## src/rtl/flash_seq_pkg.sv

```systemverilog
package flash_seq_pkg;

  typedef enum logic [1:0] {
    OP_PROG = 2'd0,
    OP_SECT = 2'd1,
    OP_CHIP = 2'd2,
    OP_BAD  = 2'd3
  } op_e;

  typedef enum logic [1:0] {
    ST_IDLE,
    ST_CMD,
    ST_POLL,
    ST_VERIFY
  } seq_st_e;

  typedef enum logic [2:0] {
    PH_IDLE,
    PH_SETUP,
    PH_LOW,
    PH_HOLD,
    PH_RD,
    PH_RREC
  } bus_ph_e;

  // Whole clock cycles covering a time in ns, never less than one.
  function automatic int unsigned ns_to_cyc(input int unsigned ns, input int unsigned clk_ns);
    int unsigned c;
    c = (ns + clk_ns - 1) / clk_ns;
    return (c == 0) ? 1 : c;
  endfunction

  function automatic int unsigned max_u(input int unsigned a, input int unsigned b);
    return (a > b) ? a : b;
  endfunction

endpackage

```

## src/rtl/flash_cmd_table.sv

```systemverilog
module flash_cmd_table
  import flash_seq_pkg::*;
#(
  parameter int unsigned AW = 18,
  parameter int unsigned DW = 16
) (
  input  op_e             op,
  input  logic [2:0]      step,
  input  logic [AW-1:0]   tgt_addr,
  input  logic [DW-1:0]   tgt_data,
  output logic [AW-1:0]   c_addr,
  output logic [DW-1:0]   c_data,
  output logic            c_last
);

  localparam logic [AW-1:0] ADDR_ODD = AW'(32'h5555);
  localparam logic [AW-1:0] ADDR_EVN = AW'(32'h2AAA);

  function automatic logic [DW-1:0] code(input logic [7:0] b);
    return DW'(b);
  endfunction

  always_comb begin
    c_addr = ADDR_ODD;
    c_data = code(8'hAA);
    unique case (step)
      3'd0: begin c_addr = ADDR_ODD; c_data = code(8'hAA); end
      3'd1: begin c_addr = ADDR_EVN; c_data = code(8'h55); end
      3'd2: begin
        c_addr = ADDR_ODD;
        c_data = (op == OP_PROG) ? code(8'hA0) : code(8'h80);
      end
      3'd3: begin
        if (op == OP_PROG) begin
          c_addr = tgt_addr;
          c_data = tgt_data;
        end else begin
          c_addr = ADDR_ODD;
          c_data = code(8'hAA);
        end
      end
      3'd4: begin c_addr = ADDR_EVN; c_data = code(8'h55); end
      default: begin
        if (op == OP_SECT) begin
          c_addr = tgt_addr;
          c_data = code(8'h30);
        end else begin
          c_addr = ADDR_ODD;
          c_data = code(8'h10);
        end
      end
    endcase
  end

  assign c_last = (op == OP_PROG) ? (step == 3'd3) : (step == 3'd5);

endmodule

```

## src/rtl/flash_bus_cycle.sv

```systemverilog
module flash_bus_cycle
  import flash_seq_pkg::*;
#(
  parameter int unsigned AW      = 18,
  parameter int unsigned DW      = 16,
  parameter int unsigned SETUP_C = 2,
  parameter int unsigned LOW_C   = 12,
  parameter int unsigned HIGH_C  = 12,
  parameter int unsigned RD_C    = 12
) (
  input  logic          clk,
  input  logic          rst_n,
  input  logic          start,
  input  logic          is_rd,
  input  logic [AW-1:0] addr,
  input  logic [DW-1:0] wdata,
  output logic          done,
  output logic          idle,
  output logic [DW-1:0] rdata,
  output logic          f_ce_n,
  output logic          f_oe_n,
  output logic          f_we_n,
  output logic [AW-1:0] f_addr,
  output logic [DW-1:0] f_dq_o,
  output logic          f_dq_oe,
  input  logic [DW-1:0] f_dq_in
);

  localparam int unsigned MAXC = max_u(max_u(SETUP_C, LOW_C), max_u(HIGH_C, RD_C));
  localparam int unsigned CW   = $clog2(MAXC + 2);

  bus_ph_e         ph;
  logic [CW-1:0]   cnt;
  logic [AW-1:0]   a_q;
  logic [DW-1:0]   d_q;
  logic            last;

  function automatic logic [CW-1:0] len_m1(input int unsigned n);
    return CW'(n - 1);
  endfunction

  assign last = (cnt == '0);

  always_ff @(posedge clk) begin
    if (!rst_n) begin
      ph    <= PH_IDLE;
      cnt   <= '0;
      a_q   <= '0;
      d_q   <= '0;
      rdata <= '0;
    end else begin
      unique case (ph)
        PH_IDLE: begin
          if (start) begin
            a_q <= addr;
            d_q <= wdata;
            if (is_rd) begin
              ph  <= PH_RD;
              cnt <= len_m1(RD_C);
            end else begin
              ph  <= PH_SETUP;
              cnt <= len_m1(SETUP_C);
            end
          end
        end
        PH_SETUP: begin
          if (last) begin ph <= PH_LOW; cnt <= len_m1(LOW_C); end
          else cnt <= cnt - 1'b1;
        end
        PH_LOW: begin
          if (last) begin ph <= PH_HOLD; cnt <= len_m1(HIGH_C); end
          else cnt <= cnt - 1'b1;
        end
        PH_HOLD: begin
          if (last) ph <= PH_IDLE;
          else cnt <= cnt - 1'b1;
        end
        PH_RD: begin
          if (last) begin
            rdata <= f_dq_in;
            ph    <= PH_RREC;
          end else cnt <= cnt - 1'b1;
        end
        default: ph <= PH_IDLE;
      endcase
    end
  end

  assign done    = ((ph == PH_HOLD) && last) || (ph == PH_RREC);
  assign idle    = (ph == PH_IDLE);
  assign f_ce_n  = (ph == PH_IDLE);
  assign f_oe_n  = (ph != PH_RD);
  assign f_we_n  = (ph != PH_LOW);
  assign f_dq_oe = (ph == PH_SETUP) || (ph == PH_LOW) || (ph == PH_HOLD);
  assign f_addr  = a_q;
  assign f_dq_o  = d_q;

  // Run-length counters of the strobes, for the width checks below.
  logic [CW-1:0] we_lo_run, oe_lo_run;
  always_ff @(posedge clk) begin
    if (!rst_n) begin
      we_lo_run <= '0;
      oe_lo_run <= '0;
    end else begin
      we_lo_run <= f_we_n ? '0 : we_lo_run + 1'b1;
      oe_lo_run <= f_oe_n ? '0 : oe_lo_run + 1'b1;
    end
  end

  assert_we_low_width_R4: assert property (@(posedge clk) disable iff (!rst_n)
    $rose(f_we_n) |-> (we_lo_run >= CW'(LOW_C)));

  assert_bus_stable_R4: assert property (@(posedge clk) disable iff (!rst_n)
    (!f_ce_n && !done) |=> ($stable(f_addr) && $stable(f_dq_o)));

  assert_read_width_R11: assert property (@(posedge clk) disable iff (!rst_n)
    $rose(f_oe_n) |-> (oe_lo_run >= CW'(RD_C)));

  assert_read_no_drive_R11: assert property (@(posedge clk) disable iff (!rst_n)
    $fell(f_oe_n) |=> (!f_dq_oe && f_we_n));

endmodule

```

## src/rtl/flash_poll_ctl.sv

```systemverilog
module flash_poll_ctl #(
  parameter int unsigned LIMIT = 4096
) (
  input  logic clk,
  input  logic rst_n,
  input  logic clear,
  input  logic rd_done,
  input  logic rd_b7,
  input  logic exp_b7,
  output logic hit,
  output logic expire
);

  localparam int unsigned CW = $clog2(LIMIT + 1);

  logic [CW-1:0] miss_cnt;

  assign hit    = rd_done && (rd_b7 == exp_b7);
  assign expire = rd_done && !hit && (miss_cnt == CW'(LIMIT - 1));

  always_ff @(posedge clk) begin
    if (!rst_n || clear) miss_cnt <= '0;
    else if (rd_done && !hit) miss_cnt <= miss_cnt + 1'b1;
  end

  assert_miss_below_limit_R7: assert property (@(posedge clk) disable iff (!rst_n)
    !clear |-> (miss_cnt < CW'(LIMIT)));

endmodule

```

## src/rtl/nor_flash_seq.sv

```systemverilog
module nor_flash_seq
  import flash_seq_pkg::*;
#(
  parameter int unsigned AW         = 18,
  parameter int unsigned DW         = 16,
  parameter int unsigned CLK_NS     = 8,
  parameter int unsigned AS_NS      = 10,
  parameter int unsigned WP_NS      = 90,
  parameter int unsigned WPH_NS     = 90,
  parameter int unsigned DS_NS      = 50,
  parameter int unsigned AH_NS      = 50,
  parameter int unsigned ACC_NS     = 90,
  parameter int unsigned POLL_LIMIT = 4096
) (
  input  logic          clk,
  input  logic          rst_n,
  input  logic          req_valid,
  output logic          req_ready,
  input  logic [1:0]    req_op,
  input  logic [AW-1:0] req_addr,
  input  logic [DW-1:0] req_data,
  output logic          rsp_done,
  output logic          rsp_err,
  output logic          rsp_timeout,
  output logic          fl_ce_n,
  output logic          fl_oe_n,
  output logic          fl_we_n,
  output logic [AW-1:0] fl_addr,
  output logic [DW-1:0] fl_dq_o,
  output logic          fl_dq_oe,
  input  logic [DW-1:0] fl_dq_i
);

  localparam int unsigned SETUP_C = ns_to_cyc(AS_NS, CLK_NS);
  localparam int unsigned LOW_C   = max_u(ns_to_cyc(WP_NS, CLK_NS), ns_to_cyc(DS_NS, CLK_NS));
  localparam int unsigned HIGH_C  = max_u(ns_to_cyc(WPH_NS, CLK_NS), ns_to_cyc(AH_NS, CLK_NS));
  localparam int unsigned RD_C    = ns_to_cyc(ACC_NS, CLK_NS);

  seq_st_e       st;
  op_e           op_q;
  logic [AW-1:0] addr_q;
  logic [DW-1:0] data_q;
  logic [2:0]    step_q;
  logic          inflight;

  logic          accept;
  logic          eng_start, eng_rd, eng_done, eng_idle;
  logic [AW-1:0] eng_addr, c_addr;
  logic [DW-1:0] c_data, eng_rdata;
  logic          c_last;
  logic          poll_hit, poll_expire, verify_ok;

  function automatic logic [DW-1:0] final_word(input op_e o, input logic [DW-1:0] d);
    return (o == OP_PROG) ? d : '1;
  endfunction

  function automatic logic done_bit(input op_e o, input logic [DW-1:0] d);
    return (o == OP_PROG) ? d[7] : 1'b1;
  endfunction

  assign req_ready = (st == ST_IDLE);
  assign accept    = req_valid && req_ready;
  assign eng_start = (st != ST_IDLE) && !inflight;
  assign eng_rd    = (st != ST_CMD);
  assign eng_addr  = (st == ST_CMD) ? c_addr : addr_q;
  assign verify_ok = (eng_rdata == final_word(op_q, data_q));

  flash_cmd_table #(.AW(AW), .DW(DW)) u_table (
    .op       (op_q),
    .step     (step_q),
    .tgt_addr (addr_q),
    .tgt_data (data_q),
    .c_addr   (c_addr),
    .c_data   (c_data),
    .c_last   (c_last)
  );

  flash_bus_cycle #(
    .AW(AW), .DW(DW), .SETUP_C(SETUP_C), .LOW_C(LOW_C), .HIGH_C(HIGH_C), .RD_C(RD_C)
  ) u_bus (
    .clk     (clk),
    .rst_n   (rst_n),
    .start   (eng_start),
    .is_rd   (eng_rd),
    .addr    (eng_addr),
    .wdata   (c_data),
    .done    (eng_done),
    .idle    (eng_idle),
    .rdata   (eng_rdata),
    .f_ce_n  (fl_ce_n),
    .f_oe_n  (fl_oe_n),
    .f_we_n  (fl_we_n),
    .f_addr  (fl_addr),
    .f_dq_o  (fl_dq_o),
    .f_dq_oe (fl_dq_oe),
    .f_dq_in (fl_dq_i)
  );

  flash_poll_ctl #(.LIMIT(POLL_LIMIT)) u_poll (
    .clk     (clk),
    .rst_n   (rst_n),
    .clear   (st != ST_POLL),
    .rd_done (eng_done && inflight && (st == ST_POLL)),
    .rd_b7   (eng_rdata[7]),
    .exp_b7  (done_bit(op_q, data_q)),
    .hit     (poll_hit),
    .expire  (poll_expire)
  );

  always_ff @(posedge clk) begin
    if (!rst_n) begin
      st          <= ST_IDLE;
      op_q        <= OP_PROG;
      addr_q      <= '0;
      data_q      <= '0;
      step_q      <= '0;
      inflight    <= 1'b0;
      rsp_done    <= 1'b0;
      rsp_err     <= 1'b0;
      rsp_timeout <= 1'b0;
    end else begin
      rsp_done    <= 1'b0;
      rsp_err     <= 1'b0;
      rsp_timeout <= 1'b0;
      if (st == ST_IDLE) begin
        if (accept) begin
          if (op_e'(req_op) == OP_BAD) begin
            rsp_err <= 1'b1;
          end else begin
            op_q     <= op_e'(req_op);
            addr_q   <= req_addr;
            data_q   <= req_data;
            step_q   <= '0;
            inflight <= 1'b0;
            st       <= ST_CMD;
          end
        end
      end else if (eng_start) begin
        inflight <= 1'b1;
      end else if (eng_done) begin
        inflight <= 1'b0;
        unique case (st)
          ST_CMD: begin
            if (c_last) st <= ST_POLL;
            else step_q <= step_q + 1'b1;
          end
          ST_POLL: begin
            if (poll_hit) st <= ST_VERIFY;
            else if (poll_expire) begin
              rsp_err     <= 1'b1;
              rsp_timeout <= 1'b1;
              st          <= ST_IDLE;
            end
          end
          default: begin
            if (verify_ok) rsp_done <= 1'b1;
            else rsp_err <= 1'b1;
            st <= ST_IDLE;
          end
        endcase
      end
    end
  end

  assert_start_when_idle_R4: assert property (@(posedge clk) disable iff (!rst_n)
    eng_start |-> eng_idle);

  assert_busy_after_accept_R8: assert property (@(posedge clk) disable iff (!rst_n)
    (accept && (req_op != 2'd3)) |=> !req_ready);

  assert_bad_op_rejected_R9: assert property (@(posedge clk) disable iff (!rst_n)
    (accept && (req_op == 2'd3)) |=> (rsp_err && !rsp_timeout && fl_ce_n));

  assert_rsp_exclusive_R6: assert property (@(posedge clk) disable iff (!rst_n)
    !(rsp_done && rsp_err));

  assert_timeout_is_err_R7: assert property (@(posedge clk) disable iff (!rst_n)
    rsp_timeout |-> rsp_err);

  assert_hit_goes_verify_R6: assert property (@(posedge clk) disable iff (!rst_n)
    ((st == ST_POLL) && poll_hit) |=> (st == ST_VERIFY));

  assert_poll_reads_target_R5: assert property (@(posedge clk) disable iff (!rst_n)
    (!fl_oe_n) |-> (fl_addr == addr_q));

endmodule

```

## config.mk

```make
export PLATFORM = sky130hd
export DESIGN_NAME = nor_flash_seq
export DESIGN_NICKNAME = d
export VERILOG_FILES = /design/src/rtl/flash_seq_pkg.sv /design/src/rtl/flash_cmd_table.sv /design/src/rtl/flash_bus_cycle.sv /design/src/rtl/flash_poll_ctl.sv /design/src/rtl/nor_flash_seq.sv
export SDC_FILE = /design/constraint.sdc
export NUM_CORES = 1
export LEC_CHECK = 0
export BUFFER_PORTS_ARGS = -buffer_cell sky130_fd_sc_hd__buf_2
export CELL_PAD_IN_SITES_DETAIL_PLACEMENT = 1
export CELL_PAD_IN_SITES_GLOBAL_PLACEMENT = 1
export CORE_MARGIN = 3
export CORE_UTILIZATION = 42
export DETAILED_ROUTE_END_ITERATION = 16
export PLACE_DENSITY_LB_ADDON = 0.1
export RECOVER_POWER = 25
export SLEW_MARGIN = 20
export SYNTH_ARGS = -nofsm -noshare
export SYNTH_HDL_FRONTEND = slang
export SYNTH_HIERARCHICAL = 1
export SYNTH_SLANG_ARGS = --single-unit
```

## constraint.sdc

```tcl
create_clock -name clk -period 3.35 [get_ports clk]
set_input_delay 0 -clock clk [delete_from_list [all_inputs] [get_ports clk]]
set_output_delay 0 -clock clk [all_outputs]
set_load 0.1 [all_outputs]
```

==> results.tsv, run 1 <==
metric	value	unit
status	completed	
drt-wirelength-per-cell	16.7	um
grt_pass1_wl	29100	um
place.gp.congestion	0.817	
pwr-share-seq	36.4	%
synthesis.area	5950	sq um
slew_violations	0	
rsz0062_at_grt	no	
leakage	2.86	nW
io_pins	97	
yosys_warnings	6	
p_sw_share	32.2	%
cts.reportedPaths.clkPinSlew	0.05	ns
setup_viol	0	
clockRootBuffer	clkbuf_16	
peakVddDrop	0.357	mV
drc	0	
hold_path.class	primary input to register	
fill_cells	1640	
wl	17300	um
cts_tree	done	
crit_buf_inv	1	
vias_per_cell	5.31	
fin_hold_ws	0.0545	ns
die_w	125	um
crit_chain	inv_1 -> ha_1 -> nor3b_4 -> nand3_1 -> a21oi_1 -> nand2_1 -> nor2_1 -> nand4_1 -> nor3b_2 -> nand4_1 -> nor2_1 -> o31a_1 -> o22a_1 -> mux2i_1 -> nor2b_1	
fp.dieH	125	um
antenna_found_initial	0	
tns	0	ns
power	4.33	mW
overflow	0	
avgSynthCellArea	8.38	sq um
layout_min_cycle_time	2.99	ns
ff_latch_area	2300	sq um
maxCapViolCount	0	
crit_family	simple AND/OR/NAND/NOR gates	
hpwl	11600	um
grt_max_degree	38	
cp-end-kind	register	
nets	907	
rrSetupSlack	0.36	ns
syn_nets	772	
drive_gt1_share	22.1	%
worstPathMaxFanout	9	
syn-instance-count	710	
fmax	0.335	GHz
num_rows	42	
slowest_stage	nor3b_4	
track_usage	22.7	%
start_util	43.9	%
die-area	15600	sq um
powerDensity	577	nW/um^2
grt_pass1_vias	5902	
intPower	2.94	mW
multi_input_area	3330	sq um
tightest_slew	1.21	ns
crit_arrival	3.29	ns
drt-initial-drc-count	271	
clockBufferDepth	2	
cp.required	3.66	ns
diodes	0	
use_met1	27.1	%
comb_power_share	23.3	%
firstDrtPassIters	4	
crit_type	register to register	
relSlewSlack	19.6	%
via_count	5476	
coreArea	13600	sq um
hold_viol_final	0	
worstSkewPairLatency	0.42	ns
period_share	89.1	%
cts_buffers	17	
top_usage_layer	met2	
grt.met2_usage	41.0	%
htree_num_levels	4	
syn2layout_area_growth	26.1	%
power.share.clock	40.4	%
grt_use_met3	5.12	%
ant_nets	0	
port_buffers	96	
slowest_delay	0.35	ns
cts_sinks	115	
p_sw	1.40	mW
skew	0.00883	ns
start_kind	register	
[worst register-to-register path, cell delays in order, from the launching register on]
cell     delay [ns]
dfxtp_1        0.33
inv_1          0.08
ha_1           0.15
nor3b_4        0.35
nand3_1        0.17
a21oi_1        0.22
nand2_1        0.13
nor2_1         0.16
nand4_1        0.13
nor3b_2        0.21
nand4_1        0.16
nor2_1         0.19
o31a_1         0.15
o22a_1         0.19
mux2i_1        0.20
nor2b_1        0.06
[path summary, 6_finish.rpt]
| check | from | end | cells past startpoint |
|---|---|---|---|
| hold / removal | rst_n | inflight | 2 |
| hold reg to reg | u_bus/f_addr[1] | u_bus/f_addr[1] | 2 |
| setup / recovery | u_bus/cnt[0] | st[1] | 15 |
| setup reg to reg | u_bus/cnt[0] | st[1] | 15 |
[state kept, by name, summed over array words and instances, names as in the netlist]
signal           flops
st                   2
u_bus/cnt            4
u_bus/f_dq_o        16
rsp_done             1
u_bus/f_addr        18
u_poll/miss_cnt     13
step_q               3
rsp_timeout          1
u_bus/ph             3
rsp_err              1
addr_q              18
op_q                 2
data_q              16
inflight             1
u_bus/rdata         16
[layout make-up]
type	instances	share of cell area [%]
clock buffers	26	7.05
clock inverters	4	0.600
inverters	15	0.767
well taps	176	2.93
multi-input cells	539	44.3
repair buffers	157	13.7
flip-flops and latches	115	30.7
[layout by cell type (no fill, tap or decap), types with 10 or more instances in the layout]
cell and instances:
xor2_1 10, nor2_1 27, nand2_1 168, dlygate4sd3_1 53, a21boi_1 16, o21ai_0 11, a21oi_1 43, buf_2 59
inv_1 12, mux2_2 18, nand2_2 30, and2_1 11, a21oi_2 31, dfxtp_1 115, clkbuf_16 17, a21boi_0 22
o21a_1 10, clkbuf_1 39
[power by group through the flow]
| stage | clock network (mW) | logic (mW) | registers [mW] |
|---|---|---|---|
| 2_1_floorplan | 0 | 0.686 | 1.68 |
| 3_3_place_gp | 0 | 0.923 | 1.59 |
| 3_5_place_dp | 0 | 0.955 | 1.60 |
| 4_1_cts | 1.79 | 1.01 | 1.57 |
| 5_1_grt | 1.86 | 1.10 | 1.59 |
| 6_report | 1.75 | 1.01 | 1.58 |
[metrics by stage]
step | setup slack, ns | utilization, % | std cells | instance area (sq um)
after floorplan | 0.610 | - | 710 | 5950
after global placement | 0.488 | 47.5 | 949 | 6440
after detailed placement | 0.319 | 47.5 | 949 | 6440
after CTS | 0.316 | 55.6 | 1032 | 7540
after global routing | 0.100 | 55.4 | 1032 | 7500
final | 0.364 | 55.4 | 1032 | 7500
[routing by layer]
layer | wire length, um | share of wire [%]
met2 | 8870 | 51
met3 | 516 | 3.0
met1 | 7700 | 45
met5 | 0 | 0
met4 | 171 | 0.99
[timing repair]
item,CTS,global route
buffers inserted,0,0
hold buffers,53,0
endpoints found under the setup margin,0,1
gates resized for setup,0,1
hold endpoints to repair,53,0
Power figures use the tool's default switching activity.
==> run 2, diff against run 1 <==
- CELL_PAD_IN_SITES_DETAIL_PLACEMENT: 1 -> 0
- CELL_PAD_IN_SITES_GLOBAL_PLACEMENT: 1 -> 2
- CORE_UTILIZATION: 42 -> 34
- GPL_ROUTABILITY_DRIVEN: default -> 0
==> run 2 against run 1 <==
Net effect:
- sequential power hardly changed
- critical path depth unchanged
- cell count grew 4.7%
- largest power group unchanged
- total power increased by 8.4%
- non-clock buffer count up 3
- worst setup slack better by 0.014 ns
- global-route usage down 5.6 points
- worst hold slack better by 0.32 ns
- critical endpoint unchanged
- critical path type unchanged
- via count decreased by 3.1%
- flip-flop and latch count is the same
- clock skew decreased by 0.0030 ns
==> results.tsv, run 2 (synthesized netlist as in run 1, its figures left out) <==
metric	value	unit
drc	0	
coreArea	16900	sq um
crit_type	register to register	
diodes	0	
die_w	138	um
skew	0.00582	ns
die-area	19100	sq um
layout_min_cycle_time	2.97	ns
grt_max_degree	45	
final_common_cell	nand2_1	
hold_path.class	primary input to register	
htree_num_levels	4	
track_usage	17.1	%
intPower	3.21	mW
grt_pass1_wl	26900	um
comb_power_share	21.6	%
period_share	88.7	%
tns	0	ns
pwr-share-seq	33.5	%
slowest_delay	0.34	ns
power	4.70	mW
final_cell_mix	168 x nand2_1, 115 x dfxtp_1, 59 x buf_2	
rr_startpoint	u_bus/cnt[0]	
slowest_stage	nor3b_4	
start_util	35.3	%
hold_viol_final	0	
cp-end-kind	register	
r2r_end	st[1]	
drive_gt1_share	22.5	%
leakage	2.90	nW
cts_sinks	115	
tightest_slew	1.18	ns
overflow	0	
nets	910	
cts_buffers	17	
fmax	0.337	GHz
rsz0062_at_grt	no	
cts_tree	done	
num_rows	47	
worstPathMaxFanout	8	
setup_viol	0	
vias_per_cell	4.91	
drt-initial-drc-count	230	
critPathLaunch	u_bus/cnt[0]	
via_count	5308	
p_sw_share	31.6	%
maxCapViolCount	0	
io_pins	97	
crit_chain	inv_1 -> ha_1 -> nor3b_4 -> nand3_1 -> a21oi_1 -> nand2_1 -> nor2_1 -> nand4_1 -> nor3b_2 -> nand4_1 -> nor2_1 -> o31a_1 -> o22a_1 -> mux2i_1 -> nor2b_1	
status	completed	
dp_slack	0.282	ns
peakVddDrop	0.382	mV
worstSkewPairLatency	0.41	ns
firstDrtPassIters	4	
drt-wirelength-per-cell	14.9	um
power.share.clock	44.9	%
crit_arrival	3.27	ns
port_buffers	96	
worst_slack	0.378	ns
antenna_found_initial	0	
grt_pass1_vias	5251	
cp.required	3.65	ns
reg2reg_depth	15	
ant_nets	0	
critPathCapture	st[1]	
clockBufferDepth	2	
clockRootBuffer	clkbuf_16	
fp.dieH	138	um
syn2layout_area_growth	29.3	%
p_sw	1.49	mW
start_kind	register	
wl	16200	um
slew_violations	0	
rrSetupSlack	0.38	ns
relSlewSlack	21.9	%
cts.reportedPaths.clkPinSlew	0.06	ns
hpwl	11100	um
powerDensity	610	nW/um^2
-- run 2: power groups by stage --
stage	sequential, mW	combinational [mW]	clock [mW]
3_3_place_gp	1.59	0.938	0
4_1_cts	1.57	1.00	2.15
5_1_grt	1.59	1.11	2.22
6_report	1.57	1.02	2.11
2_1_floorplan	1.68	0.686	0
3_5_place_dp	1.60	0.951	0
-- run 2: repair_timing --
action	CTS	global route
hold buffers	55	0
hold endpoints to repair	61	0
setup endpoints to repair	0	2
buffers inserted	0	1
gates resized for setup	0	1
-- run 2: area by class of cell --
| class | count | area, sq um |
|---|---|---|
| multi-input combinational | 539 | 3330 |
| sequential | 115 | 2300 |
| clock inverter | 15 | 253 |
| fill | 1695 | 9180 |
| clock buffer | 17 | 425 |
| tap | 220 | 275 |
| inverter | 15 | 57.6 |
| timing repair buffer | 160 | 1050 |
-- run 2: routing by layer --
layer  global-route usage [%]  part of all wire (%)  up-vias
li1                         -                     -     2711
met1                     21.9                    48     2481
met2                     29.2                    48      101
met3                     4.11                   3.7       15
met4                     4.16                  0.87        0
met5                        0                     0        -
-- run 2: critical path, delay by kind of cell, from the launching register on --
family	cells	cell delay (ns)
DFF	1	0.33
adders and majority gates	1	0.16
AOI/OAI and AO/OA	3	0.57
muxes	1	0.21
buffers and inverters	1	0.09
and+or+nand+nor	9	1.51
-- run 2: metrics by stage --
step | instances | area, sq um | hold slack (ns) | utilization, %
floorplan | 710 | 5950 | 0.125 | -
global placement | 993 | 6500 | 0.242 | 38.5
detailed placement | 993 | 6500 | 0.246 | 38.5
CTS | 1080 | 7730 | 0.355 | 45.8
global route | 1081 | 7700 | 0.380 | 45.6
finish | 1081 | 7700 | 0.374 | 45.6
-- run 2: worst min-delay path by stage --
stage | startpoint | end | slack [ns] | cells after the start
floorplan | rst_n | rsp_err | 0.13 | 1
global placement | fl_dq_i[1] | u_bus/rdata[1] | 0.24 | 3
global route | req_addr[6] | addr_q[6] | 0.38 | 4
finish | req_addr[5] | addr_q[5] | 0.37 | 4
detailed placement | req_addr[8] | addr_q[8] | 0.25 | 3
CTS | req_addr[8] | addr_q[8] | 0.36 | 4
==> run 3, diff against run 2 <==
- RECOVER_POWER: 25 -> 50
==> run 3 against run 2 <==
Net effect:
- first-iteration DRC count fell by 2.2%
- global-route usage did not move
- clock power hardly changed
- die area unchanged
- total power decreased by 0.36%
- critical path depth unchanged
- utilization decreased by 0.34 points
- worst hold slack better by 0.0029 ns
- sequential power about the same
- highest routed layer unchanged
==> results.tsv, run 3 (synthesized netlist as in run 1, its figures left out) <==
metric	value	unit
fin_area	7640	sq um
dp_cells	993	
powerDensity	612	nW/um^2
fp.dieH	138	um
grt_max_degree	45	
cts_tree	done	
relSlewSlack	21.8	%
pwr-share-seq	33.6	%
comb_power_share	21.3	%
cts_sinks	115	
port_buffers	96	
rsz0062_at_grt	no	
coreArea	16900	sq um
skew	0.0105	ns
track_usage	17.1	%
slew_violations	0	
crit_arrival	3.25	ns
wl	16200	um
start_util	35.3	%
drt-initial-drc-count	225	
hold_viol_final	0	
drive_gt1_share	19.9	%
final_cells	1081	
period_share	88.1	%
p_sw	1.48	mW
start_kind	register	
final_cell_mix	182 x nand2_1, 115 x dfxtp_1, 55 x dlygate4sd3_1	
status	completed	
nets	910	
io_pins	97	
cp-end-kind	register	
grt_pass1_vias	5251	
diodes	0	
overflow	0	
worstPathMaxFanout	8	
m1WireLength	7730	um
firstDrtPassIters	5	
vias_per_cell	4.91	
tightest_slew	1.18	ns
cp.required	3.65	ns
htree_num_levels	4	
cts_buffers	17	
syn2layout_area_growth	28.4	%
clockBufferDepth	2	
p_sw_share	31.6	%
power.share.clock	45.1	%
ant_nets	0	
route.met2.wl	7790	um
die-area	19100	sq um
crit_type	register to register	
intPower	3.20	mW
fill_cells	1712	
worstSkewPairLatency	0.42	ns
hold_path.class	primary input to register	
via_count	5313	
hpwl	11100	um
layout_min_cycle_time	2.95	ns
cts.reportedPaths.clkPinSlew	0.06	ns
die_w	138	um
placed_area	6500	sq um
antenna_found_initial	0	
final_common_cell	nand2_1	
peakVddDrop	0.382	mV
power	4.68	mW
tns	0	ns
drc	0	
clockRootBuffer	clkbuf_16	
maxCapViolCount	0	
met3_length	586	um
fmax	0.339	GHz
setup_viol	0	
routed.top_layer	met4	
drt-wirelength-per-cell	15.0	um
grt_pass1_wl	26900	um
num_rows	47	
leakage	2.88	nW
## run 3: changes by cell type in the layout (fill, tap and decap cells not counted)
cell / previous run / this run
a21boi_0: 22 / 23
clkbuf_1: 37 / 42
a21boi_1: 16 / 15
a21oi_2: 30 / 26
buf_2: 59 / 54
a21oi_1: 43 / 47
nand2_1: 168 / 182
and2_2: 0 / 1
nand2_2: 30 / 16
and2_4: 1 / 0
o21ai_1: 2 / 1
o21ai_0: 11 / 12
## run 3: power groups by stage
stage          Combinational [mW]  Sequential (mW)  Clock (mW)
2_1_floorplan               0.686             1.68           0
3_3_place_gp                0.938             1.59           0
3_5_place_dp                0.951             1.60           0
4_1_cts                      1.00             1.57        2.15
5_1_grt                      1.09             1.59        2.22
6_report                    0.998             1.57        2.11
## run 3: final timing paths
kind | endpoint | from | depth (start not counted) | slack (ns)
min reg2reg | u_bus/f_addr[3] | u_bus/f_addr[3] | 2 | 0.45
max | st[1] | u_bus/cnt[0] | 15 | 0.40
max reg2reg | st[1] | u_bus/cnt[0] | 15 | 0.40
min | addr_q[5] | req_addr[5] | 4 | 0.38
## run 3: routing by layer
layer / global-route usage (%) / vias to the layer above
met5: 0 / -
met4: 4.16 / 0
met3: 4.11 / 12
met2: 29.2 / 95
met1: 21.9 / 2494
li1: - / 2712
## run 3: metrics by stage
step | utilization (%) | hold slack [ns] | setup WS [ns]
floorplan | - | 0.125 | 0.610
global placement | 38.5 | 0.242 | 0.427
detailed placement | 38.5 | 0.246 | 0.282
CTS | 45.8 | 0.355 | 0.259
global route | 45.3 | 0.380 | 0.00542
finish | 45.3 | 0.377 | 0.399
## run 3: worst max-delay path: stages (launching register included)
cell	delay (ns)
dfxtp_1	0.33
inv_1	0.09
ha_1	0.16
nor3b_4	0.33
nand3_1	0.15
a21oi_1	0.22
nand2_1	0.14
nor2_1	0.16
nand4_1	0.13
nor3b_2	0.21
nand4_1	0.15
nor2_1	0.17
o31a_1	0.15
o22a_1	0.18
mux2i_1	0.21
nor2b_1	0.06
## run 3: final cells by class
class                           count  area, sq um  area share [%]
Clock buffer                       17          425            5.57
Clock inverter                     15          253            3.31
Inverter                           15         57.6           0.753
Multi-Input combinational cell    539         3280            43.0
Sequential cell                   115         2300            30.1
Tap cell                          220          275            3.60
Timing Repair Buffer              160         1050            13.7
## run 3: repair_timing
| item | CTS | global route |
|---|---|---|
| resized for setup | 0 | 1 |
| buffers inserted | 0 | 1 |
| hold endpoints to repair | 61 | 0 |
| hold buffers | 55 | 0 |
| setup endpoints to repair | 0 | 2 |
